==> src/rtl/potctl_pkg.sv <==
package potctl_pkg;
  localparam int unsigned LANE_EN   = 0;
  localparam int unsigned LANE_CLK  = 1;
  localparam int unsigned LANE_DAT  = 2;
  localparam int unsigned NUM_LANES = 3;

  function automatic int unsigned frame_width(input int unsigned tap_w);
    return 2 * tap_w + 1;
  endfunction
endpackage

==> src/rtl/potctl_sync.sv <==
module potctl_sync #(
  parameter int unsigned LANES  = 3,
  parameter int unsigned STAGES = 2
) (
  input  logic             clk,
  input  logic             rst,
  input  logic [LANES-1:0] async_i,
  output logic [LANES-1:0] sync_o
);
  logic [LANES-1:0] stage_q [STAGES];

  genvar gs;
  generate
    for (gs = 0; gs < STAGES; gs++) begin : g_stage
      if (gs == 0) begin : g_first
        always_ff @(posedge clk) begin
          if (rst) stage_q[0] <= '0;
          else     stage_q[0] <= async_i;
        end
      end else begin : g_next
        always_ff @(posedge clk) begin
          if (rst) stage_q[gs] <= '0;
          else     stage_q[gs] <= stage_q[gs-1];
        end
      end
    end
  endgenerate

  assign sync_o = stage_q[STAGES-1];
endmodule

==> src/rtl/potctl_shreg.sv <==
module potctl_shreg #(
  parameter int unsigned FRAME_W = 17
) (
  input  logic               clk,
  input  logic               rst,
  input  logic               load_i,
  input  logic [FRAME_W-1:0] load_val_i,
  input  logic               shift_i,
  input  logic               din_i,
  output logic [FRAME_W-1:0] frame_o
);
  logic [FRAME_W-1:0] frame_q;

  always_ff @(posedge clk) begin
    if (rst)          frame_q <= '0;
    else if (load_i)  frame_q <= load_val_i;
    else if (shift_i) frame_q <= {frame_q[FRAME_W-2:0], din_i};
  end

  assign frame_o = frame_q;

  AST_SHIFT_ADVANCE: assert property (@(posedge clk) disable iff (rst)
    (shift_i && !load_i) |=> (frame_q[FRAME_W-1:1] == $past(frame_q[FRAME_W-2:0])
                              && frame_q[0] == $past(din_i)));
  AST_PRELOAD: assert property (@(posedge clk) disable iff (rst)
    load_i |=> frame_q == $past(load_val_i));
  AST_HOLD_IDLE: assert property (@(posedge clk) disable iff (rst)
    (!load_i && !shift_i) |=> $stable(frame_q));
endmodule

==> src/rtl/potctl_regs.sv <==
module potctl_regs #(
  parameter int unsigned TAP_W     = 8,
  parameter int unsigned RESET_TAP = 128,
  localparam int unsigned FRAME_W  = 2 * TAP_W + 1
) (
  input  logic               clk,
  input  logic               rst,
  input  logic               commit_i,
  input  logic [FRAME_W-1:0] frame_i,
  output logic               sel_o,
  output logic [TAP_W-1:0]   tap1_o,
  output logic [TAP_W-1:0]   tap0_o
);
  logic             sel_q;
  logic [TAP_W-1:0] tap1_q, tap0_q;

  always_ff @(posedge clk) begin
    if (rst) begin
      sel_q  <= 1'b0;
      tap1_q <= TAP_W'(RESET_TAP);
      tap0_q <= TAP_W'(RESET_TAP);
    end else if (commit_i) begin
      sel_q  <= frame_i[FRAME_W-1];
      tap1_q <= frame_i[FRAME_W-2:TAP_W];
      tap0_q <= frame_i[TAP_W-1:0];
    end
  end

  assign sel_o  = sel_q;
  assign tap1_o = tap1_q;
  assign tap0_o = tap0_q;

  AST_RESET_VALUES: assert property (@(posedge clk) disable iff (rst)
    $past(rst) |-> (tap0_q == TAP_W'(RESET_TAP) && tap1_q == TAP_W'(RESET_TAP)
                    && !sel_q));
  AST_HOLD_NO_COMMIT: assert property (@(posedge clk) disable iff (rst)
    !commit_i |=> ($stable(tap0_q) && $stable(tap1_q) && $stable(sel_q)));
  AST_COMMIT_FIELDS: assert property (@(posedge clk) disable iff (rst)
    commit_i |=> (sel_q == $past(frame_i[FRAME_W-1])
                  && tap0_q == $past(frame_i[TAP_W-1:0])));
endmodule

==> src/rtl/potctl_top.sv <==
module potctl_top #(
  parameter int unsigned TAP_W       = 8,
  parameter int unsigned RESET_TAP   = 128,
  parameter int unsigned SYNC_STAGES = 2
) (
  input  logic             clk,
  input  logic             rst,
  input  logic             xfer_en_i,
  input  logic             ser_clk_i,
  input  logic             ser_dat_i,
  output logic             chain_o,
  output logic             bank_sel_o,
  output logic [TAP_W-1:0] tap1_o,
  output logic [TAP_W-1:0] tap0_o
);
  import potctl_pkg::*;

  localparam int unsigned FRAME_W = frame_width(TAP_W);

  logic [NUM_LANES-1:0] raw_lanes, sync_lanes;
  logic                 en_lvl, en_prev_q, sclk_lvl, sclk_prev_q, dat_lvl;
  logic                 en_rise, en_fall, sclk_rise, shift_en;
  logic [FRAME_W-1:0]   frame, live_frame;
  logic                 sel_q;
  logic [TAP_W-1:0]     tap1_q, tap0_q;

  always_comb begin
    raw_lanes           = '0;
    raw_lanes[LANE_EN]  = xfer_en_i;
    raw_lanes[LANE_CLK] = ser_clk_i;
    raw_lanes[LANE_DAT] = ser_dat_i;
  end

  potctl_sync #(.LANES(NUM_LANES), .STAGES(SYNC_STAGES)) u_sync (
    .clk(clk), .rst(rst), .async_i(raw_lanes), .sync_o(sync_lanes)
  );

  assign en_lvl   = sync_lanes[LANE_EN];
  assign sclk_lvl = sync_lanes[LANE_CLK];
  assign dat_lvl  = sync_lanes[LANE_DAT];

  always_ff @(posedge clk) begin
    if (rst) begin
      en_prev_q   <= 1'b0;
      sclk_prev_q <= 1'b0;
    end else begin
      en_prev_q   <= en_lvl;
      sclk_prev_q <= sclk_lvl;
    end
  end

  assign en_rise   = en_lvl & ~en_prev_q;
  assign en_fall   = ~en_lvl & en_prev_q;
  assign sclk_rise = sclk_lvl & ~sclk_prev_q;
  assign shift_en  = sclk_rise & en_lvl & en_prev_q;

  assign live_frame = {sel_q, tap1_q, tap0_q};

  potctl_shreg #(.FRAME_W(FRAME_W)) u_shreg (
    .clk(clk), .rst(rst),
    .load_i(en_rise), .load_val_i(live_frame),
    .shift_i(shift_en), .din_i(dat_lvl),
    .frame_o(frame)
  );

  potctl_regs #(.TAP_W(TAP_W), .RESET_TAP(RESET_TAP)) u_regs (
    .clk(clk), .rst(rst), .commit_i(en_fall), .frame_i(frame),
    .sel_o(sel_q), .tap1_o(tap1_q), .tap0_o(tap0_q)
  );

  assign chain_o    = en_lvl ? frame[FRAME_W-1] : sel_q;
  assign bank_sel_o = sel_q;
  assign tap1_o     = tap1_q;
  assign tap0_o     = tap0_q;

  AST_NO_SHIFT_IDLE: assert property (@(posedge clk) disable iff (rst)
    !en_lvl |=> $stable(frame));
  AST_IDLE_CHAIN: assert property (@(posedge clk) disable iff (rst)
    (!en_lvl && !en_prev_q) |-> chain_o == bank_sel_o);
  AST_OPEN_SHOWS_SEL: assert property (@(posedge clk) disable iff (rst)
    en_rise |=> (chain_o == $past(bank_sel_o) || !en_lvl));
endmodule

==> config.mk <==
export PLATFORM = sky130hd
export DESIGN_NAME = potctl_top
export DESIGN_NICKNAME = d
export VERILOG_FILES = /design/src/rtl/potctl_pkg.sv /design/src/rtl/potctl_sync.sv /design/src/rtl/potctl_shreg.sv /design/src/rtl/potctl_regs.sv /design/src/rtl/potctl_top.sv
export SDC_FILE = /design/constraint.sdc
export NUM_CORES = 1
export LEC_CHECK = 0
export ABC_AREA = 1
export CAP_MARGIN = 20
export CORE_ASPECT_RATIO = 1.4
export CORE_MARGIN = 2
export CORE_UTILIZATION = 54
export DETAILED_ROUTE_END_ITERATION = 12
export MAX_ROUTING_LAYER = met4
export PLACE_DENSITY = 0.84
export SKIP_LAST_GASP = 1
export SYNTH_ARGS = -nofsm -noshare
export SYNTH_HDL_FRONTEND = slang
export SYNTH_HIERARCHICAL = 1
export SYNTH_SLANG_ARGS = --single-unit
==> constraint.sdc <==
create_clock -name clk -period 1.5 [get_ports clk]
set_input_delay 0.375 -clock clk [delete_from_list [all_inputs] [get_ports clk]]
set_output_delay 0.375 -clock clk [all_outputs]
set_load 0.03 [all_outputs]
==> results of run 1 <==
## cells in the mapped netlist
master    number  area, µm²
a21oi_1        2       10.0
buf_2          2       10.0
buf_4          3       22.5
buf_6          5       56.3
buf_8          1       15.0
clkbuf_8       1       13.8
dfxtp_1       42        841
inv_1         44        165
inv_2          2       7.51
nand2_1       93        349
nand2_2        1       6.26
nand3_1       32        160
nor2_1        40        150
nor2_2         1       6.26
nor2_8         1       20.0
## placed cells by master (no fill, tap or decap)
master            n
clkbuf_8          6
nand3_1          32
inv_2             2
dlygate4sd2_1    17
nor2_1           39
clkinv_2          1
nor2_8            1
clkdlybuf4s50_1   4
nor2_2            2
nand2_2           1
dfxtp_1          42
buf_4             9
inv_1            44
clkbuf_1          1
nand2_1          93
a21oi_1           2
## power groups by stage
| stage | sequential (W) | clock (W) | combinational [W] |
|---|---|---|---|
| floorplan | 0.00122 | 0 | 0.000102 |
| global placement | 0.00119 | 0 | 0.000187 |
| detailed placement | 0.00119 | 0 | 0.000191 |
| CTS | 0.00116 | 0.000757 | 0.000182 |
| global route | 0.00117 | 0.000795 | 0.000202 |
| finish | 0.00116 | 0.000742 | 0.000180 |
## tightest hold or removal path, stage by stage, from the launching register on
cell,delay (ps)
dfxtp_1,300
inv_1,40
nor2_1,30
## flip-flops by register name, indices dropped and copies added (netlist names)
signal,cells
u_regs/tap1_o,8
u_sync/stage_q,6
u_shreg/frame_o,17
u_regs/tap0_o,8
u_regs/sel_o,1
sclk_prev_q,1
en_prev_q,1
## repair_timing
item                                   4_1_cts  5_1_grt
endpoints found under the hold margin        0        0
gates resized for setup                     17        0
setup endpoints to repair                   17        0
buffers inserted                             0        0
## stage by stage
step | hold slack (ps) | instances | setup slack (ps) | utilization [%]
after global routing | 427 | 336 | 4.24 | 63.8
final | 409 | 336 | 51.9 | 63.8
after global placement | 390 | 328 | 103 | 61.7
after detailed placement | 399 | 328 | 71.4 | 61.7
after CTS | 412 | 336 | 36.4 | 63.8
after floorplan | 388 | 270 | 300 | -
## metal layers
metal | part of all wire, % | up-vias | global-route usage, %
met5 | 0 | - | -
met4 | 1.7 | 0 | 9.69
met3 | 4.1 | 5 | 5.53
met2 | 50 | 32 | 35.0
met1 | 44 | 702 | 23.5
li1 | - | 839 | -
## logic make-up (layout without fill, tap and decap cells)
| kind of cell | Yosys count | after routing | synth area share [%] |
|---|---|---|---|
| and+or+nand+nor | 168 | 168 | 37.7 |
| buffers and inverters | 58 | 84 | 15.8 |
| DFF | 42 | 42 | 45.9 |
| AOI/OAI and AO/OA | 2 | 2 | 0.546 |
## worst paths after layout
| check | from | to | depth (start not counted) |
|---|---|---|---|
| worst max register to register | u_sync/stage_q[1][0] | u_shreg/frame_o[14] | 8 |
| worst min register to register | u_sync/stage_q[0][1] | u_sync/stage_q[1][1] | 2 |
| worst min-delay path | u_sync/stage_q[0][1] | u_sync/stage_q[1][1] | 2 |
| worst max-delay path | u_regs/sel_o | bank_sel_o | 1 |
## layout make-up
class / count / area [µm²] / share of cell area, %
well taps: 40 / 50.0 / 2.37
clock inverters: 1 / 5.00 / 0.237
multi-input cells: 170 / 704 / 33.3
clock buffers: 7 / 86.3 / 4.08
inverters: 46 / 173 / 8.16
repair buffers: 30 / 256 / 12.1
flip-flops and latches: 42 / 841 / 39.7
==> summary.txt, run 1 <==
CTS
  • CTS root buf: clkbuf_8
  • Later-pin clock latency in the skew report: 290 ps
  • Clock Pin Slew Worst Setup and Hold Paths: 70 ps
  • Clock sink total: 42
  • Hold Buf Count CTS: 0
  • Num CTS Buffers: 5
  • CTS tree: built
  • Longest Clk Path Bufs: 2
  • CTS HTree Levels: 2

Setup path
  • Worst Path Required: 1120 ps
  • CP Max Fanout: 4
  • Setup slack, reg-to-reg: 90 ps
  • Largest stage delay, worst path: 410 ps
  • Cells along the critical path: dlygate4sd2_1
  • Crit path launch type: flip-flop
  • CP max stage cell: dlygate4sd2_1
  • Crit path DAT: 1070 ps
  • Buf/Inv on CP: 1
  • Crit-path leading delay family: buffers and inverters
  • Kind of critical path: reg -> out
  • Critical Path End Type: output pin

Logic synthesis
  • Syn Std Cell Area: 1830 µm²
  • Syn Area/Cell: 6.79 µm²
  • #FFs+latches synth: 42
  • Net count after synthesis: 275
  • Syn. warnings: 6
  • Mapped Cells: 270
  • Post-synthesis sequential area ratio: 45.9%
  • Synth unique cells: 15

Power
  • Sequential Power Share: 55.8%
  • Psw: 0.000504 W
  • Total power: 0.00209 W
  • P per Cell Area: 986 nW/µm²
  • Static leakage: 1.09 nW
  • Max VDD drop: 694 µV
  • Clk network pwr share: 35.6%
  • Internal power: 0.00158 W
  • Sw frac: 24.2%
  • Combinational power share: 8.6%

GRT
  • Largest net degree at the start of global routing: 20
  • GRT Residual Overflow: 0
  • Tot GR Track Use: 21.2%
  • Initial antenna violation count: 0
  • First-pass GRT wire length: 5950 µm
  • Vias in the first global route: 1443

Route
  • Routed via count: 1578
  • WL final: 3430 µm
  • Iteration-0 DRC Markers: 41
  • Drc violations: 0
  • Vias per inst: 4.70
  • Pre-Repair DR Iteration Count: 4
  • Post-DRT Antenna Nets: 0
  • Average wire per standard cell: 10.2 µm

Final layout
  • Share of cells above drive strength 1: 7.43%
  • ANT cells: 0
  • Area growth syn-to-layout: 15.4%
  • Fillers: 320
  • Final net count: 300
  • Post-route cell area: 2120 µm²

Timing
  • Final hold violation count: 0
  • Fin crit share: 96.5%
  • Worst slew margin: 78.6%
  • Slew Limit Fails: 0
  • Final setup viols: 0
  • F_max: 691 MHz
  • Tmin final: 1450 ps
  • RSZ-0062 raised after global routing: false
  • Clk_skew: 6.07 ps
  • Worst-margin pin slew: 321 ps
  • Setup TNS Final: 0 ps

Placed design
  • Placed cell areas: 2050 µm²
  • HPWL Detailed: 2230 µm
  • Placer Congestion: 0.756
  • Port bufs: 22

Floorplan
  • Area of the core: 3320 µm²
  • Chip width: 53.2 µm
  • DIE AREA: 3880 µm²
  • FP Rows: 25
  • Die Y: 72.9 µm
  • Top Ports: 23
  • Initial Util: 55.3%

Run status
  • Outcome: finished, final reports clean

Min path
  • Min-delay worst type: reg -> reg

Job
  • Max-Cap Viols: 0
(Power assumes the default switching activity.)
==> run 2: changes to the inputs <==
==> constraint.sdc (replaced) <==
create_clock -name clk -period 1.5 [get_ports clk]
set_input_delay 0.375 -clock clk [delete_from_list [all_inputs] [get_ports clk]]
set_output_delay 0.375 -clock clk [all_outputs]
set_load 0.05 [all_outputs]
==> summary.txt, run 2 (same netlist as run 1, synthesis figures left out) <==
Min path
  • Min-delay worst type: reg -> reg (unchanged)

CTS
  • CTS HTree Levels: 2 (unchanged)
  • Longest Clk Path Bufs: 2 (unchanged)
  • Num CTS Buffers: 5 (unchanged)
  • Clock Pin Slew Worst Setup and Hold Paths: 70 ps (about the same)
  • Clock sink total: 42 (unchanged)
  • CTS tree: built (unchanged)
  • CTS root buf: clkbuf_8 (unchanged)
  • Later-pin clock latency in the skew report: 300 ps (was 290 ps)

GRT
  • Initial antenna violation count: 0 (unchanged)
  • First-pass GRT wire length: 6300 µm (was 5950 µm)
  • Met3 Track Usage GR: 6.35% (was 5.53%)
  • Tot GR Track Use: 23.0% (was 21.2%)
  • GRT busiest layer: met2 (unchanged)
  • Grt met2 use: 38.0% (was 35.0%)
  • Vias in the first global route: 1549 (was 1443)
  • Largest net degree at the start of global routing: 20 (unchanged)
  • GRT Residual Overflow: 0 (unchanged)
  • Met1 Resource Use GR: 23.5% (unchanged)

Timing
  • Slew Limit Fails: 0 (unchanged)
  • Final worst setup slack: 83.1 ps (was 51.9 ps)
  • Clk_skew: 8.64 ps (was 6.07 ps)
  • F_max: 706 MHz (was 691 MHz)
  • Worst-margin pin slew: 331 ps (was 321 ps)
  • Setup TNS Final: 0 ps (unchanged)
  • Fin crit share: 94.5% (was 96.5%)
  • Final hold violation count: 0 (unchanged)
  • Final setup viols: 0 (unchanged)
  • Worst slew margin: 77.9% (was 78.6%)
  • Tmin final: 1420 ps (was 1450 ps)
  • RSZ-0062 raised after global routing: false (unchanged)

Setup path
  • Critical Path End Type: output pin (unchanged)
  • Worst Path Required: 1120 ps (about the same)
  • Crit-path leading delay family: flip-flops (was buffers and inverters)
  • Buf/Inv on CP: 1 (unchanged)
  • Largest stage delay, worst path: 430 ps (was 410 ps)
  • Crit path launch type: flip-flop (unchanged)
  • Most used cell, CP: nand2_1
  • Cells along the critical path: nand2_1, nand2_1, buf_12 (was dlygate4sd2_1)
  • Kind of critical path: reg -> out (unchanged)
  • CP Max Fanout: 4 (unchanged)
  • Crit path DAT: 1040 ps (was 1070 ps)
  • CP max stage cell: dfxtp_1 (was dlygate4sd2_1)

Final layout
  • Max reg flops: 17 (unchanged)
  • Area growth syn-to-layout: 31.2% (was 15.4%)
  • Final core utilization: 72.5% (was 63.8%)
  • Most common cell after layout, fill and taps aside: nand2_1 (unchanged)
  • Final net count: 301 (was 300)
  • Post-route insts no fill: 337 (was 336)
  • Share of cells above drive strength 1: 14.1% (was 7.43%)
  • ANT cells: 0 (unchanged)
  • Commonest non-fill, non-tap cells in the layout: 93 x nand2_1, 44 x inv_1, 41 x dfxtp_1, 39 x nor2_1, 32 x nand3_1 (was 93 x nand2_1, 44 x inv_1, 42 x dfxtp_1, 39 x nor2_1, 32 x nand3_1)

Power
  • Combinational power share: 10.1% (was 8.6%)
  • Clk network pwr share: 43.4% (was 35.6%)
  • Sequential Power Share: 46.5% (was 55.8%)
  • P per Cell Area: 1050 nW/µm² (was 986 nW/µm²)
  • Psw: 0.000556 W (was 0.000504 W)
  • Static leakage: 1.15 nW (was 1.09 nW)
  • Sw frac: 22.0% (was 24.2%)
  • Internal power: 0.00197 W (was 0.00158 W)
  • Max VDD drop: 838 µV (was 694 µV)

Floorplan
  • Die Y: 72.9 µm (unchanged)
  • FP Rows: 25 (unchanged)
  • Top Ports: 23 (unchanged)
  • Initial Util: 55.3% (unchanged)
  • Area of the core: 3320 µm² (unchanged)
  • Chip width: 53.2 µm (unchanged)
  • DIE AREA: 3880 µm² (unchanged)

Route
  • Vias per inst: 4.78 (was 4.70)
  • Routed via count: 1610 (was 1578)
  • Drc violations: 0 (unchanged)
  • WL final: 3690 µm (was 3430 µm)
  • Post-DRT Antenna Nets: 0 (unchanged)
  • Pre-Repair DR Iteration Count: 4 (unchanged)
  • Iteration-0 DRC Markers: 40 (was 41)
  • Average wire per standard cell: 10.9 µm (was 10.2 µm)

Placed design
  • Pre-CTS setup slack: 87.4 ps (was 71.4 ps)
  • HPWL Detailed: 2420 µm (was 2230 µm)
  • Placer Congestion: 0.791 (was 0.756)
  • Inst Count DP: 329 (was 328)
  • Port bufs: 22 (unchanged)

Run status
  • Outcome: finished, final reports clean (unchanged)

Job
  • Max-Cap Viols: 0 (unchanged)
run 2: final cells by class:
type                    count  area, µm²
clock buffers               6       82.6
clock inverters             2       60.1
fillers                   263        911
inverters                  46        173
multi-input cells         170        704
flip-flops and latches     42        842
well taps                  40       50.0
repair buffers             31        493
run 2: what timing repair did:
action / 4_1_cts / 5_1_grt
gates resized for setup: 0 / 1
setup buffers: 0 / 0
setup endpoints to repair: 0 / 4
endpoints found under the hold margin: 0 / 0
hold buffers: 0 / 0
run 2: final timing paths:
| check | slack (ps) | end | from | cells past startpoint |
|---|---|---|---|---|
| max | 80 | chain_o | u_regs/sel_o | 3 |
| min | 400 | u_sync/stage_q[1][2] | u_sync/stage_q[0][2] | 2 |
| max reg2reg | 150 | u_shreg/frame_o[2] | u_sync/stage_q[1][0] | 8 |
| min reg2reg | 400 | u_sync/stage_q[1][2] | u_sync/stage_q[0][2] | 2 |
run 2: worst register-to-register path, delay by kind of cell, from the launching register on:
kind,cells,cell delay [ps]
flops,1,360
simple gates,4,440
buf+inv,4,490
run 2: per-stage QoR:
step           instance area [µm²]  hold slack (ps)  power, W
3_5_place_dp                  2260              392   0.00145
3_3_place_gp                  2260              390   0.00145
2_1_floorplan                 1830              388   0.00134
4_1_cts                       2400              403   0.00254
6_report                      2400              402   0.00252
5_1_grt                       2400              417   0.00261
run 2: power by group through the flow:
stage	Clock (W)	Combinational, W	Sequential, W
after CTS	0.00111	0.000255	0.00117
final	0.00110	0.000254	0.00117
after floorplan	0	0.000104	0.00124
after global placement	0	0.000249	0.00120
after detailed placement	0	0.000253	0.00120
after global routing	0.00116	0.000275	0.00118
run 2: metal layers:
metal	share of wire [%]	routed length, µm
met3	4.2	155
met4	2.5	93
met5	0	0
met2	54	2000
met1	39	1440
